**config.mk**
```make
export PLATFORM = sky130hd
export DESIGN_NAME = cpu_status_unit
export DESIGN_NICKNAME = d
export VERILOG_FILES = /design/src/rtl/cpu_stat_pkg.sv /design/src/rtl/stat_rst_sync.sv /design/src/rtl/stat_alu.sv /design/src/rtl/stat_reg_core.sv /design/src/rtl/cpu_status_unit.sv
export SDC_FILE = /design/constraint.sdc
export NUM_CORES = 1
export LEC_CHECK = 0
export ABC_AREA = 1
export BUFFER_PORTS_ARGS = -buffer_cell sky130_fd_sc_hd__buf_2
export CAP_MARGIN = 40
export CORE_MARGIN = 2
export CORE_UTILIZATION = 50
export CTS_CLUSTER_DIAMETER = 40
export DETAILED_ROUTE_END_ITERATION = 16
export HOLD_SLACK_MARGIN = 0.12
export PLACE_DENSITY = 0.72
export RECOVER_POWER = 25
export REMOVE_ABC_BUFFERS = 1
export SLEW_MARGIN = 20
export SYNTH_ARGS = -nofsm -noshare
export SYNTH_HDL_FRONTEND = slang
export SYNTH_SLANG_ARGS = --single-unit
```
**constraint.sdc**
```tcl
create_clock -name clk -period 4.3 [get_ports clk]
set_clock_uncertainty 0.05 [all_clocks]
set_input_delay 0.645 -clock clk [delete_from_list [all_inputs] [get_ports clk]]
set_output_delay 0.645 -clock clk [all_outputs]
set_load 0.03 [all_outputs]
```
**src/rtl/cpu_stat_pkg.sv**
```systemverilog
package cpu_stat_pkg;

  typedef enum logic [3:0] {
    OP_ADD  = 4'd0,
    OP_SUB  = 4'd1,
    OP_AND  = 4'd2,
    OP_OR   = 4'd3,
    OP_XOR  = 4'd4,
    OP_RLC  = 4'd5,
    OP_RRC  = 4'd6,
    OP_CLR  = 4'd7,
    OP_MOV  = 4'd8,
    OP_SWAP = 4'd9,
    OP_BSET = 4'd10,
    OP_BCLR = 4'd11
  } op_e;

  localparam int STAT_W = 8;
  // positions fixed by the consumers of the status word
  localparam int B_IND = 7;
  localparam int B_DIR = 5;
  localparam int B_TO  = 4;
  localparam int B_PD  = 3;
  localparam int B_Z   = 2;
  localparam int B_DC  = 1;
  localparam int B_C   = 0;

  localparam logic [STAT_W-1:0] STAT_RST = 8'h18;

  typedef struct packed {
    logic z;
    logic dc;
    logic c;
    logic upd_z;
    logic upd_dc;
    logic upd_c;
  } flag_t;

endpackage

```
**src/rtl/stat_rst_sync.sv**
```systemverilog
module stat_rst_sync #(
  parameter int STAGES = 2
) (
  input  logic clk,
  input  logic rst_n,
  output logic rst_sync_n
);

  logic [STAGES-1:0] chain_q;

  always_ff @(posedge clk or negedge rst_n) begin
    if (!rst_n) begin
      chain_q <= '0;
    end else begin
      chain_q <= {chain_q[STAGES-2:0], 1'b1};
    end
  end

  assign rst_sync_n = chain_q[STAGES-1];

endmodule

```
**src/rtl/stat_alu.sv**
```systemverilog
module stat_alu
  import cpu_stat_pkg::*;
#(
  parameter int W = 8
) (
  input  op_e          op,
  input  logic [W-1:0] a,
  input  logic [W-1:0] b,
  input  logic         c_in,
  output logic [W-1:0] res,
  output flag_t        flg
);

  localparam int NIB  = W / 2;
  localparam int IDXW = $clog2(W);

  logic         is_sub;
  logic [W-1:0] b_eff;
  logic [W:0]   sum_full;
  logic [NIB:0] sum_low;
  logic [W-1:0] bit_mask;

  assign is_sub   = (op == OP_SUB);
  assign b_eff    = is_sub ? ~b : b;
  assign sum_full = {1'b0, a} + {1'b0, b_eff} + {{W{1'b0}}, is_sub};
  assign sum_low  = {1'b0, a[NIB-1:0]} + {1'b0, b_eff[NIB-1:0]} + {{NIB{1'b0}}, is_sub};
  assign bit_mask = {{(W-1){1'b0}}, 1'b1} << b[IDXW-1:0];

  always_comb begin
    res        = a;
    flg        = '0;
    flg.c      = c_in;
    unique case (op)
      OP_ADD, OP_SUB: begin
        res        = sum_full[W-1:0];
        flg.c      = sum_full[W];
        flg.dc     = sum_low[NIB];
        flg.upd_c  = 1'b1;
        flg.upd_dc = 1'b1;
        flg.upd_z  = 1'b1;
      end
      OP_AND: begin res = a & b; flg.upd_z = 1'b1; end
      OP_OR:  begin res = a | b; flg.upd_z = 1'b1; end
      OP_XOR: begin res = a ^ b; flg.upd_z = 1'b1; end
      OP_CLR: begin res = '0;    flg.upd_z = 1'b1; end
      OP_RLC: begin
        res       = {a[W-2:0], c_in};
        flg.c     = a[W-1];
        flg.upd_c = 1'b1;
      end
      OP_RRC: begin
        res       = {c_in, a[W-1:1]};
        flg.c     = a[0];
        flg.upd_c = 1'b1;
      end
      OP_SWAP: res = {a[NIB-1:0], a[W-1:NIB]};
      OP_BSET: res = a | bit_mask;
      OP_BCLR: res = a & ~bit_mask;
      default: res = a;
    endcase
    flg.z = (res == '0);
  end

endmodule

```
**src/rtl/stat_reg_core.sv**
```systemverilog
module stat_reg_core
  import cpu_stat_pkg::*;
(
  input  logic              clk,
  input  logic              rst_n,
  input  logic              op_valid,
  input  logic              dst_stat,
  input  logic [2:0]        wr_hi,
  input  logic [2:0]        wr_lo,
  input  flag_t             flg,
  input  logic              wdt_clear,
  input  logic              sleep_enter,
  input  logic              wdt_timeout,
  output logic [STAT_W-1:0] q
);

  logic [STAT_W-1:0] q_d;
  logic              reg_en;
  logic              any_evt;
  logic              sw_wr;
  logic              flags_owned;

  assign any_evt     = wdt_clear | sleep_enter | wdt_timeout;
  assign reg_en      = op_valid | any_evt;
  assign sw_wr       = op_valid & dst_stat;
  assign flags_owned = flg.upd_z | flg.upd_dc | flg.upd_c;

  always_comb begin
    q_d = q;
    if (sw_wr) begin
      q_d[B_IND:B_DIR] = wr_hi;
      if (!flags_owned) q_d[B_Z:B_C] = wr_lo;
    end
    if (op_valid && flg.upd_z)  q_d[B_Z]  = flg.z;
    if (op_valid && flg.upd_dc) q_d[B_DC] = flg.dc;
    if (op_valid && flg.upd_c)  q_d[B_C]  = flg.c;
    if (wdt_timeout)                   q_d[B_TO] = 1'b0;
    else if (wdt_clear || sleep_enter) q_d[B_TO] = 1'b1;
    if (sleep_enter)                   q_d[B_PD] = 1'b0;
    else if (wdt_clear)                q_d[B_PD] = 1'b1;
  end

  always_ff @(posedge clk or negedge rst_n) begin
    if (!rst_n) begin
      q <= STAT_RST;
    end else if (reg_en) begin
      q <= q_d;
    end
  end

  // a timeout always leaves the timeout flag low
  p_to_cleared_r11: assert property (@(posedge clk) disable iff (!rst_n)
    wdt_timeout |=> !q[B_TO]);

  // sleep entry always leaves the power-down flag low
  p_pd_cleared_r12: assert property (@(posedge clk) disable iff (!rst_n)
    sleep_enter |=> !q[B_PD]);

  // without an event the two history bits never move
  p_hist_hold_r10: assert property (@(posedge clk) disable iff (!rst_n)
    !any_evt |=> $stable(q[B_TO:B_PD]));

  // idle cycle keeps the whole word
  p_idle_hold_r13: assert property (@(posedge clk) disable iff (!rst_n)
    !(op_valid || any_evt) |=> $stable(q));

endmodule

```
**src/rtl/cpu_status_unit.sv**
```systemverilog
module cpu_status_unit
  import cpu_stat_pkg::*;
#(
  parameter int DATA_W      = 8,
  parameter int SYNC_STAGES = 2
) (
  input  logic              clk,
  input  logic              rst_n,
  input  logic              op_valid,
  input  logic [3:0]        op_code,
  input  logic [DATA_W-1:0] opnd_a,
  input  logic [DATA_W-1:0] opnd_b,
  input  logic              dst_is_stat,
  input  logic              wdt_clear,
  input  logic              sleep_enter,
  input  logic              wdt_timeout,
  output logic [DATA_W-1:0] alu_out,
  output logic [7:0]        stat_q,
  output logic              dir_bank,
  output logic              ind_bank
);

  logic  rst_core_n;
  op_e   op;
  flag_t flg;

  assign op = op_e'(op_code);

  stat_rst_sync #(.STAGES(SYNC_STAGES)) u_rsync (
    .clk        (clk),
    .rst_n      (rst_n),
    .rst_sync_n (rst_core_n)
  );

  stat_alu #(.W(DATA_W)) u_alu (
    .op   (op),
    .a    (opnd_a),
    .b    (opnd_b),
    .c_in (stat_q[B_C]),
    .res  (alu_out),
    .flg  (flg)
  );

  stat_reg_core u_core (
    .clk         (clk),
    .rst_n       (rst_core_n),
    .op_valid    (op_valid),
    .dst_stat    (dst_is_stat),
    .wr_hi       (alu_out[7:5]),
    .wr_lo       (alu_out[2:0]),
    .flg         (flg),
    .wdt_clear   (wdt_clear),
    .sleep_enter (sleep_enter),
    .wdt_timeout (wdt_timeout),
    .q           (stat_q)
  );

  assign dir_bank = stat_q[B_DIR];
  assign ind_bank = stat_q[B_IND];

  // clear into the status word gives 000u_u1uu
  p_clr_pattern_r8: assert property (@(posedge clk) disable iff (!rst_core_n)
    (op_valid && dst_is_stat && op_code == 4'd7)
      |=> (stat_q[7:5] == 3'b000) && stat_q[B_Z] && (stat_q[1:0] == $past(stat_q[1:0])));

  // rotate left moves the top source bit into carry
  p_rot_left_c_r6: assert property (@(posedge clk) disable iff (!rst_core_n)
    (op_valid && op_code == 4'd5) |=> stat_q[B_C] == $past(opnd_a[DATA_W-1]));

  // rotate right moves the bottom source bit into carry
  p_rot_right_c_r6: assert property (@(posedge clk) disable iff (!rst_core_n)
    (op_valid && op_code == 4'd6) |=> stat_q[B_C] == $past(opnd_a[0]));

endmodule

```
==> impl_results.md <==
- Min Hold Slack: 126 ps
- Final Hold Fails: 0
- Total CTS buffers: 3
- Pwr dens: 232 mW/mm^2
- Final setup TNS: 0 ps
- Antenna Nets Post-Route: 0
- RSZ-0062 raised after global routing: false
- Layout Nets: 435
- Full die area: 0.00420 mm^2
- Peak supply drop: 0.000235 V
- Number of synthesis warnings: 0
- Postcts setup bufs: 0
- Area delta synth->final: 16.3%
- Hpwl dp: 4930 um
- GR Overflow Total: 0
- DRC violation count after routing: 0
- Initial core utilization: 51.3%
- Fin crit share: 85.2%
- Clock Root Buffer: clkbuf_8
- Port buffer count: 44
- Crit Path Class: in2out
- FMAX: 0.273 GHz
- Synthesized cell area: 0.00185 mm^2
- Post-synthesis register bit count: 10
- First-pass GRT wire length: 10300 um
- Total GRT Usage: 31.5%
- FILL cells: 402
- Num ports: 45
- DR vias/cell: 5.35
- CTS tree: yes
- Post-CTS Resized: 0
- Antenna Cells: 0
- Worst-Skew Late Latency: 240 ps
- First DRT Iteration DRCs: 208
- RD Place Congestion: 0.967
- DR pass1 iterations: 4
- WP data required: 3610 ps
- Post-route cell area: 0.00215 mm^2
- Status: completed
- Hold buffer count at cts: 1
- Synth Instances: 354
- Max cap viols: 0
- Antenna violations before repair: 0
- Largest net degree at the start of global routing: 11
- Post-synthesis area per instance: 5.23 um^2
- Min-Delay Path Class: in2async
- Worst-path maximum fanout: 7
- Clock sink total: 10
- Finish-stage setup viols: 0
- Post-synthesis cell type count: 33
- Core box area: 0.00361 mm^2
- Setup WS post-layout: 638 ps
- Reg clk slew, reported paths: 50 ps
- Placed cell area: 0.00210 mm^2
- Static Leak: 0.00127 uW
- Die Wd: 64.8 um
- Worst slack at placement: 704 ps
- Routed WL: 6150 um
- Die Ht: 64.8 um
- Routed via count: 2384
- Startpoint types: input pin
- Vias in the first global route: 2201
- CTS max path bufs: 2
- Slew Limit Fails: 0
- Share of layout cells above drive strength 1: 14.1%
- Data arrival, critical path: 2970 ps
- CP endpoint kind: primary output
- Period minus WS final: 3660 ps
- Sequential share of the synthesized area: 13.7%
- WL/cell: 13.8 um
- Row count: 22
- H-tree depth: 1
synthesized netlist by cell type:
master    number  share of area (%)
a21o_1         2               0.81
nand4_1        5                1.7
o221ai_1       1               0.47
xnor2_1        3                1.4
nand2_1      129                 26
fa_1           1                1.1
clkbuf_1       1               0.20
nand2_2        1               0.34
nor2_1        51                 10
a221oi_1       1               0.47
inv_1         51                 10
buf_2          1               0.27
a31oi_1        2               0.68
nand3_1       28                7.6
o21ai_1        4                1.1
ha_1           8                5.4
o311a_1        1               0.54
o31ai_1        1               0.41
a21oi_1        7                1.9
o21ai_2        1               0.47
o21bai_1       1               0.41
buf_4          3                1.2
conb_1         1               0.20
o22ai_1        3                1.0
o211ai_1       1               0.41
nor3_1         8                2.2
inv_2          3               0.61
xor2_1         6                2.8
nor2_2         4                1.4
o21ai_0       12                3.2
dfstp_2        2                2.8
dfrtp_1        8                 11
nand3b_1       3                1.2
final timing paths:
kind	depth (start not counted)	from	endpoint	slack (ps)
max	16	op_code[3]	alu_out[7]	640
min	1	rst_n	u_rsync.chain_q[1]	130
max reg2reg	9	u_core.q[0]	u_core.q[2]	2870
min reg2reg	0	u_rsync.chain_q[1]	u_core.q[3]	210
max in group asynchronous	1	u_rsync.chain_q[1]	u_core.q[0]	3250
min in group clk	0	u_rsync.chain_q[0]	u_rsync.chain_q[1]	300
kinds of logic after synthesis:
kind of cell	synth area share, %
AND/OR/NAND/NOR	50.8
buffers and inverters	12.6
AO/OA/AOI/OAI	11.9
flip-flops	13.7
XOR/XNOR	4.26
adder cells (fa/ha/maj)	6.49
other	0.203
through the flow:
step | power [uW] | std cells | utilization [%]
4_1_cts | 496 | 446 | 59.8
3_5_place_dp | 394 | 441 | 58.2
6_report | 498 | 446 | 59.7
2_1_floorplan | 305 | 349 | -
3_3_place_gp | 392 | 441 | 58.2
5_1_grt | 536 | 446 | 59.7
per-layer routing:
metal  vias to the layer above  wire, um  GRT usage [%]
li1                       1207         -              -
met1                      1052      2640           44.1
met2                       115      2870           51.2
met3                        10       557           3.99
met4                         0        83           8.24
met5                         -         0              0
layout by cell type (no fill, tap or decap), drive strengths merged:
cell	count
nand3b	3
dfrtp	8
a21o	2
nor2	55
o22ai	3
conb	1
o21ai	17
ha	8
xor2	6
clkbuf	6
dfstp	2
o211ai	1
o21bai	1
dlygate4sd3	1
nand3	28
a221oi	1
fa	1
o311a	1
a31oi	2
nand4	5
nor3	8
inv	54
o221ai	1
xnor2	3
buf	42
a21oi	7
nand2	130
o31ai	1
where the power goes:
part           total (uW)  switching [uW]  internal (uW)
combinational         280             194           85.7
clock                 101            36.0           64.8
sequential            117            9.00            108
total                 498             239            259
area by class of cell:
class	count	area (um^2)	area share (%)
clock buffer	4	45.0	2.09
timing repair buffer	45	228	10.6
tap	48	60.1	2.79
inverter	54	203	9.42
sequential	10	253	11.7
multi-input combinational	285	1360	63.4
worst max-delay path, cell delays in order:
cell and delay (ps):
buf_2 140, nor2_2 250, nand2_1 300, xor2_1 250
ha_1 360, a21o_1 200, inv_1 70, nand2_1 70
nand2_1 100, nand2_1 60, nand2_1 60, nand3_1 60
nand2_1 70, nand2_1 80, inv_1 60, buf_2 180
flip-flops by register name, summed over array words and instances, names as in the netlist:
signal,flops
u_core.q,8
u_rsync.chain_q,2
No activity file was read; power rests on OpenSTA's default activity.
